==> src/rtl/pio_strobe_gen.sv <==
module pio_strobe_gen #(
  parameter int CW = 4,
  parameter int DW = 16,
  parameter int AW = 3
) (
  input  logic          clk,
  input  logic          rst_n,
  input  logic          cfg_we,
  input  logic          cfg_drv,
  input  logic [1:0]    cfg_kind,
  input  logic [2*CW-1:0] cfg_wdata,
  input  logic          req,
  input  logic          req_drv,
  input  logic          req_wr,
  input  logic          req_wide,
  input  logic          req_ctl,
  input  logic [AW-1:0] req_addr,
  input  logic [DW-1:0] req_wdata,
  output logic          busy,
  output logic          done,
  output logic [DW-1:0] rd_data,
  output logic [AW-1:0] ide_addr,
  output logic          ide_cs0_n,
  output logic          ide_cs1_n,
  output logic          ide_rd_n,
  output logic          ide_wr_n,
  output logic [DW-1:0] ide_dout,
  output logic          ide_doe,
  input  logic [DW-1:0] ide_din
);
  localparam int TW = 2 * CW;

  typedef enum logic [1:0] {IDLE, SETUP, ACT, REC} phase_t;

  phase_t        ph;
  logic [CW-1:0] cnt;
  logic [2*CW-1:0] setup_q;
  logic [TW-1:0] rd16_q [2];
  logic [TW-1:0] wr16_q [2];
  logic [TW-1:0] acc8_q [2];
  logic          drv_q, wr_q, wide_q, ctl_q;
  logic [AW-1:0] addr_q;
  logic [DW-1:0] wdata_q;
  logic [TW-1:0] tsel;
  logic [CW-1:0] setup_sel;

  assign tsel      = !wide_q ? acc8_q[drv_q] : (wr_q ? wr16_q[drv_q] : rd16_q[drv_q]);
  assign setup_sel = req_drv ? setup_q[2*CW-1:CW] : setup_q[CW-1:0];

  always_ff @(posedge clk) begin
    if (!rst_n) begin
      setup_q <= '1;
      for (int d = 0; d < 2; d++) begin
        rd16_q[d] <= '1;
        wr16_q[d] <= '1;
        acc8_q[d] <= '1;
      end
    end else if (cfg_we) begin
      case (cfg_kind)
        2'd0: if (cfg_drv) setup_q[2*CW-1:CW] <= cfg_wdata[CW-1:0];
              else         setup_q[CW-1:0]    <= cfg_wdata[CW-1:0];
        2'd1: rd16_q[cfg_drv] <= cfg_wdata;
        2'd2: wr16_q[cfg_drv] <= cfg_wdata;
        default: acc8_q[cfg_drv] <= cfg_wdata;
      endcase
    end
  end

  always_ff @(posedge clk) begin
    if (!rst_n) begin
      ph      <= IDLE;
      cnt     <= '0;
      drv_q   <= 1'b0;
      wr_q    <= 1'b0;
      wide_q  <= 1'b0;
      ctl_q   <= 1'b0;
      addr_q  <= '0;
      wdata_q <= '0;
      rd_data <= '0;
    end else begin
      case (ph)
        IDLE: if (req) begin
          ph      <= SETUP;
          cnt     <= setup_sel;
          drv_q   <= req_drv;
          wr_q    <= req_wr;
          wide_q  <= req_wide;
          ctl_q   <= req_ctl;
          addr_q  <= req_addr;
          wdata_q <= req_wide ? req_wdata : {{(DW-8){1'b0}}, req_wdata[7:0]};
        end
        SETUP: if (cnt == '0) begin
          ph  <= ACT;
          cnt <= tsel[TW-1:CW];
        end else cnt <= cnt - 1'b1;
        ACT: if (cnt == '0) begin
          ph  <= REC;
          cnt <= tsel[CW-1:0];
          if (!wr_q)
            rd_data <= wide_q ? ide_din : {{(DW-8){1'b0}}, ide_din[7:0]};
        end else cnt <= cnt - 1'b1;
        default: if (cnt == '0) ph <= IDLE;
                 else cnt <= cnt - 1'b1;
      endcase
    end
  end

  assign busy      = (ph != IDLE);
  assign done      = (ph == REC) && (cnt == '0);
  assign ide_addr  = busy ? addr_q : '0;
  assign ide_cs0_n = !(busy && !ctl_q);
  assign ide_cs1_n = !(busy && ctl_q);
  assign ide_rd_n  = !((ph == ACT) && !wr_q);
  assign ide_wr_n  = !((ph == ACT) && wr_q);
  assign ide_doe   = wr_q && ((ph == SETUP) || (ph == ACT));
  assign ide_dout  = wdata_q;

  assert_strobe_excl_R3: assert property (@(posedge clk) disable iff (!rst_n)
    !(!ide_rd_n && !ide_wr_n));
  assert_strobe_has_cs_R2: assert property (@(posedge clk) disable iff (!rst_n)
    (!ide_rd_n || !ide_wr_n) |-> (ide_cs0_n != ide_cs1_n));
  assert_done_single_R4: assert property (@(posedge clk) disable iff (!rst_n)
    done |=> !done);
  assert_done_then_idle_R4: assert property (@(posedge clk) disable iff (!rst_n)
    done |=> !busy);
  assert_hold_while_busy_R9: assert property (@(posedge clk) disable iff (!rst_n)
    (busy && $past(busy)) |-> ($stable(ide_addr) && $stable(ide_cs0_n) && $stable(ide_cs1_n)));
  assert_oe_only_write_R8: assert property (@(posedge clk) disable iff (!rst_n)
    ide_doe |-> (busy && ide_rd_n));
endmodule

==> config.mk <==
export PLATFORM = sky130hd
export DESIGN_NAME = pio_strobe_gen
export DESIGN_NICKNAME = d
export VERILOG_FILES = /design/src/rtl/pio_strobe_gen.sv
export SDC_FILE = /design/constraint.sdc
export NUM_CORES = 1
export LEC_CHECK = 0
export ABC_AREA = 1
export BUFFER_PORTS_ARGS = -buffer_cell sky130_fd_sc_hd__buf_2
export CAP_MARGIN = 20
export CORE_MARGIN = 8
export CORE_UTILIZATION = 39
export DETAILED_ROUTE_END_ITERATION = 12
export PLACE_DENSITY_LB_ADDON = 0.05
export RECOVER_POWER = 50
export SETUP_SLACK_MARGIN = 0.05
export SLEW_MARGIN = 15
export SYNTH_ARGS = -nofsm -noshare
export SYNTH_HDL_FRONTEND = slang
export SYNTH_SLANG_ARGS = --single-unit
==> constraint.sdc <==
create_clock -name clk -period 2.4 [get_ports clk]
set_clock_uncertainty 0.15 [all_clocks]
set_input_delay 0.24 -clock clk [delete_from_list [all_inputs] [get_ports clk]]
set_output_delay 0.24 -clock clk [all_outputs]
set_load 0.1 [all_outputs]
======== Word-level counts from Yosys, hierarchy flattened ========
Memories as Yosys holds them, arrays and structs flattened. A register that Yosys moved wholly into a read port is not among the register bits.
Index checks and enable logic that the tools add are counted.
word-level totals
  memory bits (writable) .................. 48
  flip-flop bits (word level) ............. 53
  memories kept ........................... 3
  output and inout port bits .............. 42
  input port bits ......................... 54
  word-level logic and storage cells ...... 98
cells by class
  eq/ne operators ......................... 9
  reduce and logical (&&, ||, !) cells .... 28
  mux-type cells .......................... 44
  bitwise logic cells ..................... 2
  $add $sub $neg .......................... 1
memories
  memory  words  bits a word  read ports  clocked after Yosys merged registers in  wr ports  line  source
  acc8_q  2      8            1           1                                        2         40    logic [TW-1:0] acc8_q [2];
  rd16_q  2      8            1           1                                        2         38    logic [TW-1:0] rd16_q [2];
  wr16_q  2      8            1           1                                        2         39    logic [TW-1:0] wr16_q [2];
operators by type and width
  cell                   count
  $mux W8                5
  $mux W16               2
  $mux W1                25
  $reduce_or A8 Y1       3
  $mux W4                5
  $pmux W4 S3            1
  $reduce_and A3 Y1      3
  $mux W2                4
  $eq A2 B2 Y1 const B   3
  $logic_and A1 B1 Y1    6
  $logic_not A1 Y1       6
  $ne A2 B2 Y1 const B   3
  $pmux W2 S3            1
  $eq A2 B1 Y1 const B   2
  $logic_not A2 Y1       2
  $logic_not A4 Y1       1
  $ne A4 B1 Y1 const B   1
  $reduce_and A2 Y1      2
  $reduce_and A4 Y1      1
  $reduce_bool A2 Y1     2
  $sub A4 B1 Y4 const B  1
  $mux W3                1
  $reduce_or A3 Y1       1
  $not A1 Y1             2
  $logic_or A1 B1 Y1     1

======== Logic depth before layout (Yosys ltp) ========
Gate-level depths: netlist (run 1).
  word-level depth ........................ 8
  mapped depth ............................ 13
  gate-level depth less buffers ........... 12

======== Least setup slack after synthesis (run 1) ========
OpenSTA, ideal clock, no wires.
  path type ............................... flip-flop to output port
  start point ............................. reg ph[0]
  end point ............................... out ide_addr[0]
  data required time ...................... 2.010 ns
  arrival ................................. 2.048 ns
  path slack .............................. -0.038 ns
  stages on the path, launching flop included .. 5
  cell sequence ........................... dfxtp_1 inv_1 ha_1 buf_2 nor2_1
on the way
  longest elaborated chain between the ends .. 2
RTL lines
  what                    line  source
  start, declared         35    phase_t ph;
  start signal, assigned  71    ph <= IDLE;
  start signal, assigned  83    ph <= SETUP;
  start signal, assigned  93    ph <= ACT;
  $reduce_bool A2 Y1      108   assign busy = (ph != IDLE);
  $mux W3                 110   assign ide_addr = busy ? addr_q : '0;
  end, declared           22    output logic [AW-1:0] ide_addr,
Every way passes these cells.

======== Worst setup path in the final report (run 1) ========
  start point ............................. reg ph[0]
  end point ............................... out busy
on the way
  longest elaborated chain between the ends .. 1
RTL lines
  what                line  source
  $reduce_bool A2 Y1  108
  end, declared       19    output logic busy,
Every way passes these cells.

==> flow_metrics.py, run 1 <==
metrics = {
    "setup_path": {
        "r2r_slack_ns": 0.50,
        "cp.required_ns": 2.01,
        "start_kind": "register",
        "rr_worst_depth": 9,
        "max_stage_delay_ns": 0.46,
        "cp-end-kind": "primary output",
        "cp_max_fo": 9,
        "critPathTopFamily": "buffers and inverters",
        "worst-setup-path-type": "reg -> out",
        "cp.arrival_ns": 1.82,
        "cpMaxStageDelayCell": "buf_2",
        "r2r_end": "rd_data[15]$_SDFFE_PN0P_",
        "path_cells": "inv_1 -> ha_1 -> inv_2 -> buf_2",
        "rr_startpoint": "ph[0]$_SDFFE_PN0P_",
        "worst-path-buf-inv": 3,
    },
    "yosys": {
        "synth_seq_cells": 102,
        "synth-seq-area-share_pct": 54.8,
        "syn-cell-area_um2": 4600,
        "synth_fa_ha_area_share_pct": 1.63,
        "avgSynthCellArea_um2": 8.19,
        "synth.area.mux_share_pct": 0,
        "synth_simple_gate_area_share_pct": 24.6,
        "syn_inst": 562,
        "yosysWarnings": 0,
        "synth_cell_types": 29,
        "synth_top_family_by_area": "simple AND/OR/NAND/NOR gates",
        "synth_nets": 622,
        "yosys.area_share.xor_xnor_pct": 0.381,
        "synth_compound_area_share_pct": 9.38,
    },
    "timing": {
        "finalHoldViolations": 0,
        "worst_pin_slew_ns": 0.602,
        "slew_violations": 0,
        "timing.hold.ws_ns": 0.0141,
        "final.min_clock_period_ns": 2.21,
        "fin_crit_sh_pct": 92.0,
        "max_freq_mhz": 453,
        "rsz0062_at_grt": "false",
        "slew-limit-headroom_pct": 59.8,
        "final-setup-viol-count": 0,
    },
    "power": {
        "p_leak_uw": 0.00261,
        "peakVddDrop_v": 0.000833,
        "powerDensity_nw_per_um2": 1040,
    },
    "place": {
        "gp_congestion": 0.788,
        "port_buffers": 95,
        "dp_hpwl_um": 8970,
        "placed_cell_area_um2": 5220,
    },
    "grt": {
        "antenna_found_initial": 2,
        "grt_pass1_vias": 3915,
        "grt_pass1_wl_um": 20100,
        "grt_max_degree": 43,
        "track_usage_pct": 16.0,
        "grt_overflow": 0,
    },
    "floorplan": {
        "die_area_um2": 15500,
        "io_pins": 96,
        "row_count": 39,
        "die_y_um": 125,
        "coreArea_um2": 11500,
        "initial_core_util_pct": 40.1,
        "die_w_um": 125,
    },
    "route": {
        "ant_nets": 0,
        "drc_errors": 0,
        "wl_um": 12500,
        "routed-via-count": 3975,
        "drtPass1Iterations": 4,
        "wire_per_inst_um": 15.0,
        "via_per_inst": 4.78,
        "drt-initial-drc-count": 212,
    },
    "layout": {
        "areaGrowthSynthToFinish_pct": 23.6,
        "multi_input_comb_area_um2": 1650,
        "final_nets": 743,
        "fillCellCount": 1114,
        "seq_area_um2": 2520,
        "drive_above_1_share_pct": 18.6,
        "fin_area_um2": 5690,
    },
    "run_status": {
        "status": "finished clean",
    },
    "cts": {
        "clock_tree.root_cell": "clkbuf_16",
        "htree_num_levels": 3,
        "clkTransAtPathRegs_ns": 0.07,
        "cts_buffers": 9,
        "cts_buffer_depth": 2,
        "insertion_delay_ns": 0.35,
        "tritoncts": "yes",
        "cts.sinks": 102,
        "post_cts_buffers": 0,
    },
    "min_path": {
        "worstHoldStart": "ide_din[11]",
        "whs_path_depth": 3,
        "hold_class": "in -> reg",
        "hold_end": "rd_data[11]$_SDFFE_PN0P_",
    },
    "run": {
        "drv_cap": 0,
    },
}
-- state kept, by name, indices dropped and copies added (netlist names), 2 cells and up, named ones only --
register / count
rd16_q: 16
addr_q: 3
ph: 2
wr16_q: 16
setup_q: 8
cnt: 4
rd_data: 16
acc8_q: 16
ide_dout: 16
-- how the worst max path moves through the flow --
stage                            start           to  slack (ns)  depth (start not counted)
CTS                 ph[0]$_SDFFE_PN0P_    ide_cs1_n        0.13                          5
global placement    ph[0]$_SDFFE_PN0P_    ide_cs1_n        0.53                          5
floorplan           ph[0]$_SDFFE_PN0P_  ide_addr[0]       -0.04                          4
finish              ph[0]$_SDFFE_PN0P_         busy        0.19                          4
global route        ph[0]$_SDFFE_PN0P_         busy        0.08                          4
detailed placement  ph[0]$_SDFFE_PN0P_    ide_cs1_n        0.51                          5
-- kinds of logic after synthesis --
group | Yosys count
adders and majority gates | 6
xor gates and xnor gates | 2
AOI/OAI and AO/OA | 80
buffers and inverters | 97
DFF | 102
and+or+nand+nor | 275
-- metal layers --
metal / wire (um) / global-route usage (%) / up-vias
met5: 13 / 0 / -
met4: 68 / 3.76 / 2
met3: 737 / 4.98 / 8
met2: 6180 / 26.8 / 104
met1: 5510 / 19.5 / 1831
li1: - / - / 2030
-- timing repair --
| action | CTS | global route |
|---|---|---|
| setup endpoints to repair | 0 | 1 |
| resized for setup | 0 | 1 |
| hold endpoints to repair | 23 | 0 |
| hold buffers | 23 | 0 |
-- power by group --
part	internal, uW	switching (uW)	total, uW	leakage (uW)
sequential	2020	130	2150	0.000923
combinational	572	1820	2390	0.00155
clock	730	628	1360	0.000138
-- placed cells by master (no fill, tap or decap), types with 23 or more instances in the layout --
cell type and count:
inv_1 68, nand3_1 38, buf_2 91, nand2_1 162
dfxtp_1 54, dlygate4sd3_1 23, edfxtp_1 48, nor2_1 62
a21oi_1 29, o21ai_0 40
-- cell usage after synthesis --
library cell	n	area [um^2]
nor2_4	2	22.5
clkbuf_1	7	26.3
nand2_2	2	12.5
nor2_1	58	218
buf_2	4	20.0
o21ai_0	40	200
edfxtp_1	48	1440
or2_4	1	8.76
ha_1	6	75.1
o211ai_1	8	60.1
o21ai_1	1	5.00
buf_6	6	67.6
or2_2	1	6.26
buf_4	2	15.0
dfxtp_1	54	1080
a211oi_2	1	12.5
a21oi_1	29	145
inv_4	1	6.26
nor3_1	6	30.0
buf_1	1	3.75
nor2_2	4	25.0
inv_2	5	18.8
inv_1	67	251
nand2_1	162	608
nand2_4	1	11.3
nand3_1	38	190
o21ai_2	1	8.76
clkinv_1	4	15.0
xnor2_1	2	17.5
-- layout make-up --
cell class,count,share of cell area [%]
multi-input combinational,363,28.9
inverter,77,5.12
sequential,102,44.3
clock buffer,12,4.33
tap,143,3.14
timing repair buffer,130,13.7
clock inverter,4,0.418
antenna,1,0.0440
-- worst register-to-register path, cell delays in order (launching register included) --
cell	delay, ns
dfxtp_1	0.34
inv_1	0.13
ha_1	0.31
inv_2	0.07
nor2_4	0.12
inv_2	0.06
nor2_4	0.20
buf_4	0.20
nand3_1	0.08
a21oi_1	0.16
-- per-stage QoR --
stage	TNS, ns	setup WS (ns)	utilization, %	std cells	power, uW
floorplan	-0.114	-0.0379	-	562	4080
global placement	0	0.529	45.5	792	4560
detailed placement	0	0.508	45.5	792	4570
CTS	0	0.125	49.8	831	5960
global route	0	0.0778	49.6	832	6240
finish	0	0.192	49.6	832	5900
No activity file was read; power rests on OpenSTA's default activity.
==> inputs of run 2 (changes only) <==
==> constraint.sdc (replaced) <==
create_clock -name clk -period 2.6 [get_ports clk]
set_clock_uncertainty 0.15 [all_clocks]
set_input_delay 0.26 -clock clk [delete_from_list [all_inputs] [get_ports clk]]
set_output_delay 0.26 -clock clk [all_outputs]
set_load 0.1 [all_outputs]
==> run 2 against run 1 <==
  * Via count down 2.2%
  * Cell area down 2.9%
  * Non-clock buffer count down 18
  * Sequential share of layout area up 1.3 points
  * First-iteration DRC count down 12%
  * Hold slack worse by 0.0040 ns
  * Final cell count down 2.3%
  * Largest power group unchanged
  * Critical path depth up 1
  * Sequential power down 7%
==> flow_metrics.py, run 2 (synthesis gave the netlist of run 1 again) <==
metrics = {
    "setup_path": {
        "max_stage_delay_ns": 0.43,
        "startpoint": "ph[0]$_SDFFE_PN0P_",
        "worst-setup-path-type": "reg -> out",
        "cp_max_fo": 9,
        "rr_startpoint": "ph[0]$_SDFFE_PN0P_",
        "worst-path-buf-inv": 3,
        "critPathTopFamily": "buffers and inverters",
        "start_kind": "register",
        "cp.required_ns": 2.19,
        "cpMaxStageDelayCell": "buf_2",
        "cp.arrival_ns": 1.87,
        "cp-end-kind": "primary output",
        "path_cells": "inv_1 -> ha_1 -> inv_2 -> nand2_1 -> buf_2",
    },
    "grt": {
        "antenna_found_initial": 1,
        "grt_max_degree": 28,
        "grt_pass1_vias": 3931,
        "track_usage_pct": 15.8,
        "grt_pass1_wl_um": 19800,
        "grt_overflow": 0,
    },
    "timing": {
        "rsz0062_at_grt": "false",
        "setup_tns_ns": 0,
        "worst_pin_slew_ns": 1.21,
        "fin_crit_sh_pct": 87.6,
        "final-setup-viol-count": 0,
        "max_freq_mhz": 439,
        "finalHoldViolations": 0,
        "slew_violations": 0,
        "final.min_clock_period_ns": 2.28,
        "timing.hold.ws_ns": 0.0102,
        "slew-limit-headroom_pct": 19.9,
    },
    "layout": {
        "drive_above_1_share_pct": 14.5,
        "final_common_cell": "nand2_1",
        "fillCellCount": 1146,
        "areaGrowthSynthToFinish_pct": 20.1,
        "seq_area_um2": 2520,
        "mostFrequentLayoutCells": "nand2_1 (162), inv_1 (68), nor2_1 (60), buf_2 (60), dfxtp_1 (54)",
        "multi_input_comb_area_um2": 1650,
        "antennaDiodeCount": 0,
        "final_nets": 725,
    },
    "cts": {
        "cts_buffer_depth": 2,
        "htree_num_levels": 3,
        "cts_hold_buf": 8,
        "post_cts_buffers": 0,
        "cts_buffers": 9,
        "cts.sinks": 102,
        "clkTransAtPathRegs_ns": 0.07,
        "tritoncts": "yes",
        "clock_tree.root_cell": "clkbuf_16",
        "insertion_delay_ns": 0.34,
        "cts_resized": 0,
    },
    "place": {
        "port_buffers": 95,
        "gp_congestion": 0.795,
        "dp_hpwl_um": 9020,
    },
    "run_status": {
        "status": "finished clean",
    },
    "floorplan": {
        "die_y_um": 125,
        "io_pins": 96,
        "row_count": 39,
        "coreArea_um2": 11500,
        "die_w_um": 125,
        "initial_core_util_pct": 40.1,
        "die_area_um2": 15500,
    },
    "run": {
        "drv_cap": 0,
    },
    "route": {
        "ant_nets": 0,
        "via_per_inst": 4.78,
        "routed-via-count": 3889,
        "drt-initial-drc-count": 187,
        "wire_per_inst_um": 14.8,
        "wl_um": 12100,
        "drc_errors": 0,
        "drtPass1Iterations": 4,
    },
    "min_path": {
        "hold_class": "in -> reg",
        "worstHoldStart": "ide_din[6]",
    },
    "power": {
        "peakVddDrop_v": 0.000689,
        "p_leak_uw": 0.00243,
        "powerDensity_nw_per_um2": 1000,
        "power_uw": 5530,
    },
}
run 2: cell count changes in the layout (fill, tap and decap cells not counted):
cell,change
bufinv_16,+1
clkinv_2,-1
nor2_1,-2
clkbuf_1,+30
diode_2,-1
clkbuf_16,+1
buf_4,-1
clkbuf_4,-1
nor2_2,+2
buf_2,-31
dlygate4sd3_1,-15
clkinv_4,-1
run 2: where the power goes:
part	switching, uW	internal (uW)
clock	562	829
sequential	131	1870
combinational	1660	480
total	2350	3180
run 2: tightest hold or removal path, stage by stage:
cell	delay (ns)
buf_2	0.08
nor2_1	0.04
nor2_1	0.09
run 2: area by class of cell:
type / count / share of cell area, %
Sequential cell: 102 / 45.6
Tap cell: 143 / 3.24
Multi-Input combinational cell: 363 / 29.9
Clock inverter: 3 / 0.724
Clock buffer: 13 / 4.91
Timing Repair Buffer: 112 / 10.3
Inverter: 77 / 5.27
run 2: path summary, 6_finish.rpt:
path | end | slack [ns] | cells after the start
setup reg to reg | ide_dout[15]$_SDFFE_PN0P_ | 0.56 | 8
setup / recovery | ide_cs1_n | 0.32 | 5
hold reg to reg | addr_q[2]$_SDFFE_PN0P_ | 0.30 | 2
hold / removal | rd_data[6]$_SDFFE_PN0P_ | 0.01 | 3
run 2: stage by stage:
step,setup slack (ns),instances,utilization (%),instance area (um^2)
2_1_floorplan,0.142,562,-,4600
3_3_place_gp,0.605,789,45.3,5190
3_5_place_dp,0.575,789,45.3,5190
4_1_cts,0.309,813,48.7,5580
5_1_grt,0.205,813,48.2,5530
6_report,0.323,813,48.2,5530
run 2: routing by layer:
layer  global-route usage (%)  share of wire (%)
met1                     19.5                 46
met2                     26.3                 48
met3                     3.02                4.2
met4                     6.38                1.9
met5                        0               0.10
==> inputs of run 3 (changes only) <==
--- a/config.mk
+++ b/config.mk
@@ -13,6 +13,7 @@
 export DETAILED_ROUTE_END_ITERATION = 12
 export PLACE_DENSITY_LB_ADDON = 0.05
 export RECOVER_POWER = 50
+export REMOVE_ABC_BUFFERS = 1
 export SETUP_SLACK_MARGIN = 0.05
 export SLEW_MARGIN = 15
 export SYNTH_ARGS = -nofsm -noshare
==> run 3 against run 2 <==
  * Sequential share of layout area fell by 0.33 points
  * Global-route usage fell by 0.45 points
  * Critical path depth rose by 1
  * Setup slack improved by 0.012 ns
  * Maximum frequency rose by 0.52%
  * First-iteration DRC count rose by 22%
  * Die area did not move
  * Final cell count rose by 0.62%
  * Largest cell class unchanged
  * Highest routed layer is now met4
==> flow_metrics.py, run 3 (synthesis gave the netlist of run 1 again) <==
metrics = {
    "floorplan": {
        "io_pins": 96,
        "initial_core_util_pct": 40.1,
        "row_count": 39,
        "die_y_um": 125,
        "coreArea_um2": 11500,
        "die_area_um2": 15500,
        "die_w_um": 125,
    },
    "power": {
        "powerDensity_nw_per_um2": 963,
        "peakVddDrop_v": 0.000728,
        "p_leak_uw": 0.00255,
    },
    "setup_path": {
        "worst-path-buf-inv": 4,
        "cp-end-kind": "primary output",
        "path_cells": "inv_1 -> ha_1 -> inv_2 -> nor2_4 -> inv_2 -> buf_2",
        "max_stage_delay_ns": 0.44,
        "crit_top_cell": "inv_2",
        "cp.arrival_ns": 1.85,
        "start_kind": "register",
        "critPathTopFamily": "buffers and inverters",
        "rr_worst_depth": 9,
        "cp_max_fo": 9,
        "cp.required_ns": 2.19,
        "cpMaxStageDelayCell": "buf_2",
        "crit_cells": 6,
        "worst-setup-path-type": "reg -> out",
    },
    "place": {
        "dpl.cell_count": 789,
        "dp_hpwl_um": 8790,
        "port_buffers": 95,
        "pre_cts_ws_ns": 0.523,
        "gp_congestion": 0.806,
    },
    "timing": {
        "worst_pin_slew_ns": 0.584,
        "fin_crit_sh_pct": 87.1,
        "slew_violations": 0,
        "slew-limit-headroom_pct": 61.0,
        "setup_tns_ns": 0,
        "final-setup-viol-count": 0,
        "rsz0062_at_grt": "false",
        "finalHoldViolations": 0,
        "max_freq_mhz": 442,
        "final.min_clock_period_ns": 2.26,
        "setup_ws_ns": 0.335,
    },
    "route": {
        "wl_um": 11700,
        "drt-initial-drc-count": 229,
        "drc_errors": 0,
        "ant_nets": 0,
        "wire_per_inst_um": 14.3,
        "drtPass1Iterations": 4,
        "via_per_inst": 4.73,
        "routed-via-count": 3869,
    },
    "grt": {
        "antenna_found_initial": 0,
        "grt_overflow": 0,
        "grt_max_degree": 30,
        "track_usage_pct": 15.3,
        "grt_pass1_wl_um": 19200,
        "grt_pass1_vias": 3842,
    },
    "cts": {
        "cts.sinks": 102,
        "cts_buffer_depth": 2,
        "clkTransAtPathRegs_ns": 0.06,
        "tritoncts": "yes",
        "cts_buffers": 9,
        "clock_tree.root_cell": "clkbuf_16",
        "htree_num_levels": 3,
        "post_cts_buffers": 0,
        "cts_resized": 0,
        "insertion_delay_ns": 0.34,
    },
    "layout": {
        "antennaDiodeCount": 0,
        "post-route-util_pct": 48.6,
        "areaGrowthSynthToFinish_pct": 21.0,
        "final_nets": 730,
        "final_cells": 818,
        "final_common_cell": "nand2_1",
        "multi_input_comb_area_um2": 1650,
        "fillCellCount": 1156,
        "seq_area_um2": 2520,
        "mostFrequentLayoutCells": "nand2_1 (162), buf_2 (92), inv_1 (67)",
        "drive_above_1_share_pct": 18.8,
    },
    "min_path": {
        "whs_path_depth": 3,
        "hold_class": "in -> reg",
    },
    "run_status": {
        "status": "finished clean",
    },
    "run": {
        "drv_cap": 0,
    },
}
run 3: timing repair:
item / CTS / global route
setup endpoints to repair: 0 / 0
endpoints found under the hold margin: 13 / 0
hold buffers: 13 / 0
run 3: area by class of cell:
cell class	count	share of cell area [%]
clock inverter	3	0.382
clock buffer	13	4.54
tap	143	3.21
sequential	102	45.3
timing repair buffer	117	11.8
inverter	77	5.24
multi-input combinational	363	29.6
run 3: metal layers:
layer | up-vias | GRT usage (%) | wire, um
met5 | - | 0 | 0
met4 | 0 | 4.89 | 145
met3 | 12 | 4.77 | 635
met2 | 79 | 25.5 | 5640
met1 | 1774 | 18.4 | 5280
li1 | 2004 | - | -
run 3: through the flow:
| stage | cell area (um^2) | total power [uW] | hold WS, ns |
|---|---|---|---|
| floorplan | 4470 | 3680 | 0.209 |
| global placement | 5190 | 4150 | 0.290 |
| detailed placement | 5190 | 4170 | 0.293 |
| CTS | 5600 | 5430 | 0.000773 |
| global route | 5570 | 5690 | 0.0145 |
| finish | 5570 | 5360 | 0.0113 |
run 3: final timing paths:
check        slack (ns)              startpoint                  endpoint
max                0.34      ph[0]$_SDFFE_PN0P_                  ide_rd_n
min                0.01            req_wdata[8]  ide_dout[8]$_SDFFE_PN0P_
max reg2reg        0.54      ph[0]$_SDFFE_PN0P_   rd_data[5]$_SDFFE_PN0P_
min reg2reg        0.30  addr_q[2]$_SDFFE_PN0P_    addr_q[2]$_SDFFE_PN0P_
run 3: worst register-to-register path, delay by kind of cell (launching register included):
family / cells / cell delay [ns]
adder cells (fa/ha/maj): 1 / 0.39
flip-flops: 1 / 0.34
AND/OR/NAND/NOR: 4 / 0.61
buffers and inverters: 4 / 0.47
run 3: power by group:
group,switching (uW),internal (uW)
combinational,1630,502
sequential,125,1870
clock,552,683
